$ cat src/rtl/vtt_pkg.sv
package vtt_pkg;
  function automatic int unsigned cnt_bits(input int unsigned limit);
    return (limit < 2) ? 1 : $clog2(limit + 1);
  endfunction

  function automatic logic settled(input int unsigned seen, input int unsigned need);
    return seen >= need;
  endfunction

  function automatic logic window_end(input int unsigned elapsed, input int unsigned len);
    return elapsed + 1 >= len;
  endfunction
endpackage

$ cat src/rtl/vtt_sync.sv
module vtt_sync #(
  parameter int W = 5
) (
  input  logic         clk,
  input  logic         rst,
  input  logic [W-1:0] d_async,
  output logic [W-1:0] d_sync
);
  logic [W-1:0] stg1;
  logic [W-1:0] stg2;

  always_ff @(posedge clk) begin
    if (rst) begin
      stg1 <= '0;
      stg2 <= '0;
    end else begin
      stg1 <= d_async;
      stg2 <= stg1;
    end
  end

  assign d_sync = stg2;
endmodule

$ cat src/rtl/vtt_qualifier.sv
module vtt_qualifier
  import vtt_pkg::*;
#(
  parameter int W          = 5,
  parameter int GLITCH_CYC = 20
) (
  input  logic         clk,
  input  logic         rst,
  input  logic         enable,
  input  logic [W-1:0] code_in,
  output logic [W-1:0] ref_code,
  output logic         accept
);
  localparam int GW = cnt_bits(GLITCH_CYC);

  logic [W-1:0]  cand;
  logic [GW-1:0] seen;
  logic          differs;
  logic          same_cand;

  assign differs   = (code_in != ref_code);
  assign same_cand = (code_in == cand);
  assign accept    = enable && differs && same_cand &&
                     settled(int'(seen), GLITCH_CYC);

  always_ff @(posedge clk) begin
    if (rst) begin
      ref_code <= '0;
      cand     <= '0;
      seen     <= '0;
    end else if (!enable) begin
      ref_code <= code_in;
      cand     <= code_in;
      seen     <= '0;
    end else if (!differs) begin
      seen     <= '0;
      cand     <= code_in;
    end else if (accept) begin
      ref_code <= code_in;
      seen     <= '0;
    end else if (!same_cand) begin
      cand     <= code_in;
      seen     <= GW'(1);
    end else begin
      seen     <= seen + GW'(1);
    end
  end
endmodule

$ cat src/rtl/vtt_timer.sv
module vtt_timer
  import vtt_pkg::*;
#(
  parameter int TRANS_CYC = 10000
) (
  input  logic                           clk,
  input  logic                           rst,
  input  logic                           enable,
  input  logic                           start,
  output logic                           active,
  output logic [cnt_bits(TRANS_CYC)-1:0] elapsed
);
  localparam int TW = cnt_bits(TRANS_CYC);

  logic last_cycle;
  assign last_cycle = window_end(int'(elapsed), TRANS_CYC);

  always_ff @(posedge clk) begin
    if (rst || !enable) begin
      active  <= 1'b0;
      elapsed <= '0;
    end else if (start) begin
      active  <= 1'b1;
      elapsed <= '0;
    end else if (active) begin
      if (last_cycle) begin
        active  <= 1'b0;
        elapsed <= '0;
      end else begin
        elapsed <= elapsed + TW'(1);
      end
    end
  end
endmodule

$ cat src/rtl/vid_transition_timer.sv
module vid_transition_timer
  import vtt_pkg::*;
#(
  parameter int VID_W      = 5,
  parameter int GLITCH_CYC = 20,
  parameter int TRANS_CYC  = 10000
) (
  input  logic             clk,
  input  logic             rst,
  input  logic             enable,
  input  logic [VID_W-1:0] vid_in,
  output logic [VID_W-1:0] code_q,
  output logic             trans_active,
  output logic             prot_mask,
  output logic             ovp_flag,
  output logic             pgood_pulldown,
  output logic             zc_disable,
  output logic             neg_ilim_en
);
  localparam int TW = cnt_bits(TRANS_CYC);

  logic [VID_W-1:0] vid_sync;
  logic             chg_accept;
  logic [TW-1:0]    tmr_cnt;
  logic             tmr_active;

  vtt_sync #(.W(VID_W)) u_sync (
    .clk     (clk),
    .rst     (rst),
    .d_async (vid_in),
    .d_sync  (vid_sync)
  );

  vtt_qualifier #(.W(VID_W), .GLITCH_CYC(GLITCH_CYC)) u_qual (
    .clk      (clk),
    .rst      (rst),
    .enable   (enable),
    .code_in  (vid_sync),
    .ref_code (code_q),
    .accept   (chg_accept)
  );

  vtt_timer #(.TRANS_CYC(TRANS_CYC)) u_tmr (
    .clk     (clk),
    .rst     (rst),
    .enable  (enable),
    .start   (chg_accept),
    .active  (tmr_active),
    .elapsed (tmr_cnt)
  );

  assign trans_active   = tmr_active;
  assign prot_mask      = tmr_active;
  assign ovp_flag       = tmr_active;
  assign pgood_pulldown = tmr_active;
  assign zc_disable     = tmr_active;
  assign neg_ilim_en    = tmr_active;
endmodule

$ cat config.mk
export PLATFORM = sky130hd
export DESIGN_NAME = vid_transition_timer
export DESIGN_NICKNAME = d
export VERILOG_FILES = /design/src/rtl/vtt_pkg.sv /design/src/rtl/vtt_sync.sv /design/src/rtl/vtt_qualifier.sv /design/src/rtl/vtt_timer.sv /design/src/rtl/vid_transition_timer.sv
export SDC_FILE = /design/constraint.sdc
export NUM_CORES = 1
export LEC_CHECK = 0
export BUFFER_PORTS_ARGS = -buffer_cell sky130_fd_sc_hd__buf_2
export CAP_MARGIN = 0
export CORE_UTILIZATION = 46
export CTS_CLUSTER_DIAMETER = 40
export CTS_CLUSTER_SIZE = 8
export DETAILED_ROUTE_END_ITERATION = 10
export SYNTH_ARGS = -nofsm -noshare
export SYNTH_HDL_FRONTEND = slang
export SYNTH_SLANG_ARGS = --single-unit
$ cat constraint.sdc
create_clock -name clk -period 4 [get_ports clk]
set_input_delay 1.2 -clock clk [delete_from_list [all_inputs] [get_ports clk]]
set_output_delay 1.2 -clock clk [all_outputs]
set_load 0.1 [all_outputs]
==> results by group <==
Run status
  • Result of the run: finished, final reports clean

Worst setup path
  • Required time at the endpoint of the critical path: ~2800 ps
  • Buffering stage count on the worst path with inverters included: 1
  • CP Class: reg2out
  • Levels on crit path: 1
  • Max FO, Critical Path: 26
  • Length in cells of the worst reg-to-reg path: 7
  • Cell type group with the largest total delay on the critical path: flip-flops
  • CP Capture Type: primary output
  • End of the worst register-to-register path: u_tmr.elapsed[4]
  • Startpoint of the worst-slack reg-to-reg timing path: u_tmr.elapsed[0]
  • Termination of the worst setup path: pgood_pulldown
  • R2R setup slack: ~1400 ps
  • Arr. time, crit path: between 1500 and 2000 ps
  • CP startpoint: u_tmr.active
  • Critical Path Source Type: register
  • Critical-path cell list: buf_2
  • Largest stage delay on the critical path: roughly 800 ps
  • Critical-path cell with the highest stage delay: dfxtp_1

Synth
  • Number of instances in the synthesized netlist: roughly 230
  • Mean cell area of the mapped netlist: 9.05 µm²
  • Post-synth EDFFs: 0
  • Number of warning messages in the yosys log: 0
  • Share of synthesized registers carrying an async set or reset: 0%
  • Predominant post-synthesis flop cell: dfxtp_1
  • Portion of the post-synthesis area used by sequential elements: approximately two fifths
  • Number of nets in the synthesized netlist: around 240
  • Area contributors post-synth: dfxtp_1 (38%), xnor2_1 (5.0%), nor2b_1 (4.8%), nand3_1 (4.3%), xor2_1 (3.8%)
  • Fraction of synthesized cell area taken by the top area cell type: a little under two fifths
  • Cell accounting for the most synthesized area: dfxtp_1
  • Register bit total from synthesis: 40
  • Leading cell type by number of instances after synthesis: dfxtp_1
  • Synth cell count leaders: dfxtp_1 (40), nor2_1 (19), nand3_1 (18)
  • Cell area after synthesis: around 2100 µm²
  • Distinct cell type count after synthesis: between 50 and 60

Floorplan
  • Number of top-level design ports: 19
  • Total die area: 4820 µm²
  • Num rows: 24
  • Initial cell density of the core: between 40 and 50%
  • Area of the core region: between 4000 and 5000 µm²
  • Die width: around 70 µm
  • Die height: 69.4 µm

Layout
  • Multi-input logic area: about 1100 µm²
  • Non-filler cells, final: 292
  • Net count, final: between 200 and 300
  • Design area: roughly 2300 µm²
  • Sequential standard cell area: about 800 µm²
  • Final-layout fill cell count: about 430
  • Antenna fix cells: 0
  • Area Growth Syn to Fin: 7.78%
  • Share of final-layout standard cells stronger than drive strength 1: 16.7%

Placement
  • Cell count after placement: roughly 280
  • Routability-driven placement congestion ratio: between 0.7 and 0.8
  • Hpwl dp: roughly 2800 µm
  • Instance area at placement: between 2000 and 2500 µm²
  • Post-Place Setup Slack: roughly 1300 ps
  • Count of buffers inserted at the top-level ports: 18

GRT
  • Global-route wire length before repair: between 7000 and 8000 µm
  • Via count of the first global-routing pass: about 1500
  • Busiest metal layer after global routing: met2
  • Global Route met3 Usage: about 4.5%
  • Largest net degree at the start of global routing: 27
  • GR Util met2: between 20% and 30%
  • Aggregate global routing overflow: 0
  • Global-route met1 utilization: between 20% and 30%
  • GRT Total Usage: a little under a fifth
  • Initial antenna violation count: 0

Clocking
  • Post-CTS clock slew at the launch and capture registers of the worst setup and hold paths: ~80 ps
  • TritonCTS clock tree: built
  • CTS-repair resized insts: 0
  • Number of sinks handled by clock tree synthesis: 40
  • Post-CTS setup repair buffer count: 0
  • Buffers from clock root to sink, at most: 2
  • Clk root buf: clkbuf_8
  • Hold-fix buffer count after cts: 0
  • Insertion delay to the later sink of the worst-skew pair: 300 ps
  • Total CTS buffers: 5
  • Depth of the CTS H-tree: 2

STA
  • Max Fclk: approximately 350 MHz
  • Tcrit/Tclk final: 71.6%
  • RSZ-0062 raised after global routing: false
  • Final critical-path setup slack: ~1100 ps
  • Max-slew headroom at the worst pin: approximately half
  • Fin crit period: between 2000 and 3000 ps
  • Setup TNS: 0 ps
  • Pins Over Slew Limit: 0
  • Final setup skew: 10.4 ps
  • Worst hold slack: about 440 ps
  • Setup violators final: 0
  • Slew at the pin with the worst max-slew slack: ~750 ps
  • Number of failing hold endpoints at the final stage: 0

Detailed routing
  • Final ANT Viol Nets: 0
  • Wirelength, routed: ~4000 µm
  • Per-cell routed wire length: between 10 and 15 µm
  • Detailed-routing iteration count for the pre-antenna-repair pass: 4
  • Avg Vias per Cell: ~5.4
  • DRT iter0 DRCs: 120
  • Via count of the routed design: around 1600
  • Remaining DRCs: 0

Pwr
  • Power density relative to cell area: 358 nW/µm²
  • Static leakage: slightly above 0.0008 µW
  • Worst voltage drop across the vdd grid: ~0.00026 V

Hold path
  • Worst min path class: reg2reg

Flow run
  • Max Cap Violations: 0
-- sequential cells by signal (all words and copies together) (netlist names) --
name	cells
u_qual.seen	5
u_sync.d_sync	5
u_qual.ref_code	5
u_sync.stg1	5
u_qual.cand	5
u_tmr.elapsed	14
u_tmr.active	1
-- placed cells by master, fill, tap and decap left out, types with 3 or more instances in the layout --
| cell | n |
|---|---|
| nand4_1 | 5 |
| buf_2 | 18 |
| mux2i_1 | 5 |
| or3_1 | 6 |
| ha_1 | 3 |
| xnor2_1 | 12 |
| xor2_1 | 9 |
| inv_1 | 6 |
| o21ai_0 | 6 |
| a21oi_1 | 6 |
| dfxtp_1 | 40 |
| nand2b_1 | 4 |
| nand3b_1 | 5 |
| nor2_1 | 19 |
| o31ai_2 | 3 |
| clkbuf_8 | 6 |
| nor2b_1 | 16 |
| o2bb2ai_1 | 3 |
| nand2_1 | 13 |
| nand3_1 | 18 |
-- worst min-delay path by stage --
stage | start | to | slack [ps] | cells after the start
3_5_place_dp | u_sync.stg1[2] | u_sync.d_sync[2] | 430 | 1
6_report | u_sync.stg1[2] | u_sync.d_sync[2] | 440 | 1
5_1_grt | u_sync.stg1[2] | u_sync.d_sync[2] | 470 | 1
4_1_cts | u_sync.stg1[2] | u_sync.d_sync[2] | 450 | 1
3_3_place_gp | u_sync.stg1[0] | u_sync.d_sync[0] | 420 | 1
2_1_floorplan | u_sync.stg1[0] | u_sync.d_sync[0] | 410 | 1
-- report_power, final --
part	internal (µW)	switching, µW	leakage [µW]
clock	204	144	0.0000614
sequential	406	5.39	0.000325
combinational	17.2	30.1	0.000419
total	627	180	0.000806
-- through the flow --
step / utilization (%) / total power, µW
3_3_place_gp: 48.9 / 469
2_1_floorplan: - / 457
4_1_cts: 51.7 / 820
5_1_grt: 51.7 / 844
6_report: 51.7 / 807
3_5_place_dp: 48.9 / 469
-- layer usage --
| layer | vias to the layer above | part of all wire (%) |
|---|---|---|
| met5 | - | 0 |
| met4 | 0 | 2.0 |
| met3 | 9 | 3.6 |
| met2 | 31 | 46 |
| met1 | 719 | 49 |
| li1 | 824 | - |
-- area by class of cell --
type	count	share of cell area (%)
inverter	6	1.00
timing repair buffer	19	4.33
multi-input combinational	167	50.8
clock buffer	6	3.67
tap	52	2.89
clock inverter	2	1.72
sequential	40	35.6
-- kinds of logic after synthesis --
| logic type | Yosys count | synth area share [%] |
|---|---|---|
| AOI/OAI and AO/OA | 36 | 15.0 |
| xor gates and xnor gates | 21 | 8.80 |
| adders and majority gates | 3 | 1.80 |
| buffers and inverters | 24 | 6.89 |
| DFF | 40 | 38.3 |
| muxes | 6 | 2.93 |
| and+or+nand+nor | 101 | 26.3 |
No activity file was read; power rests on OpenSTA's default activity.
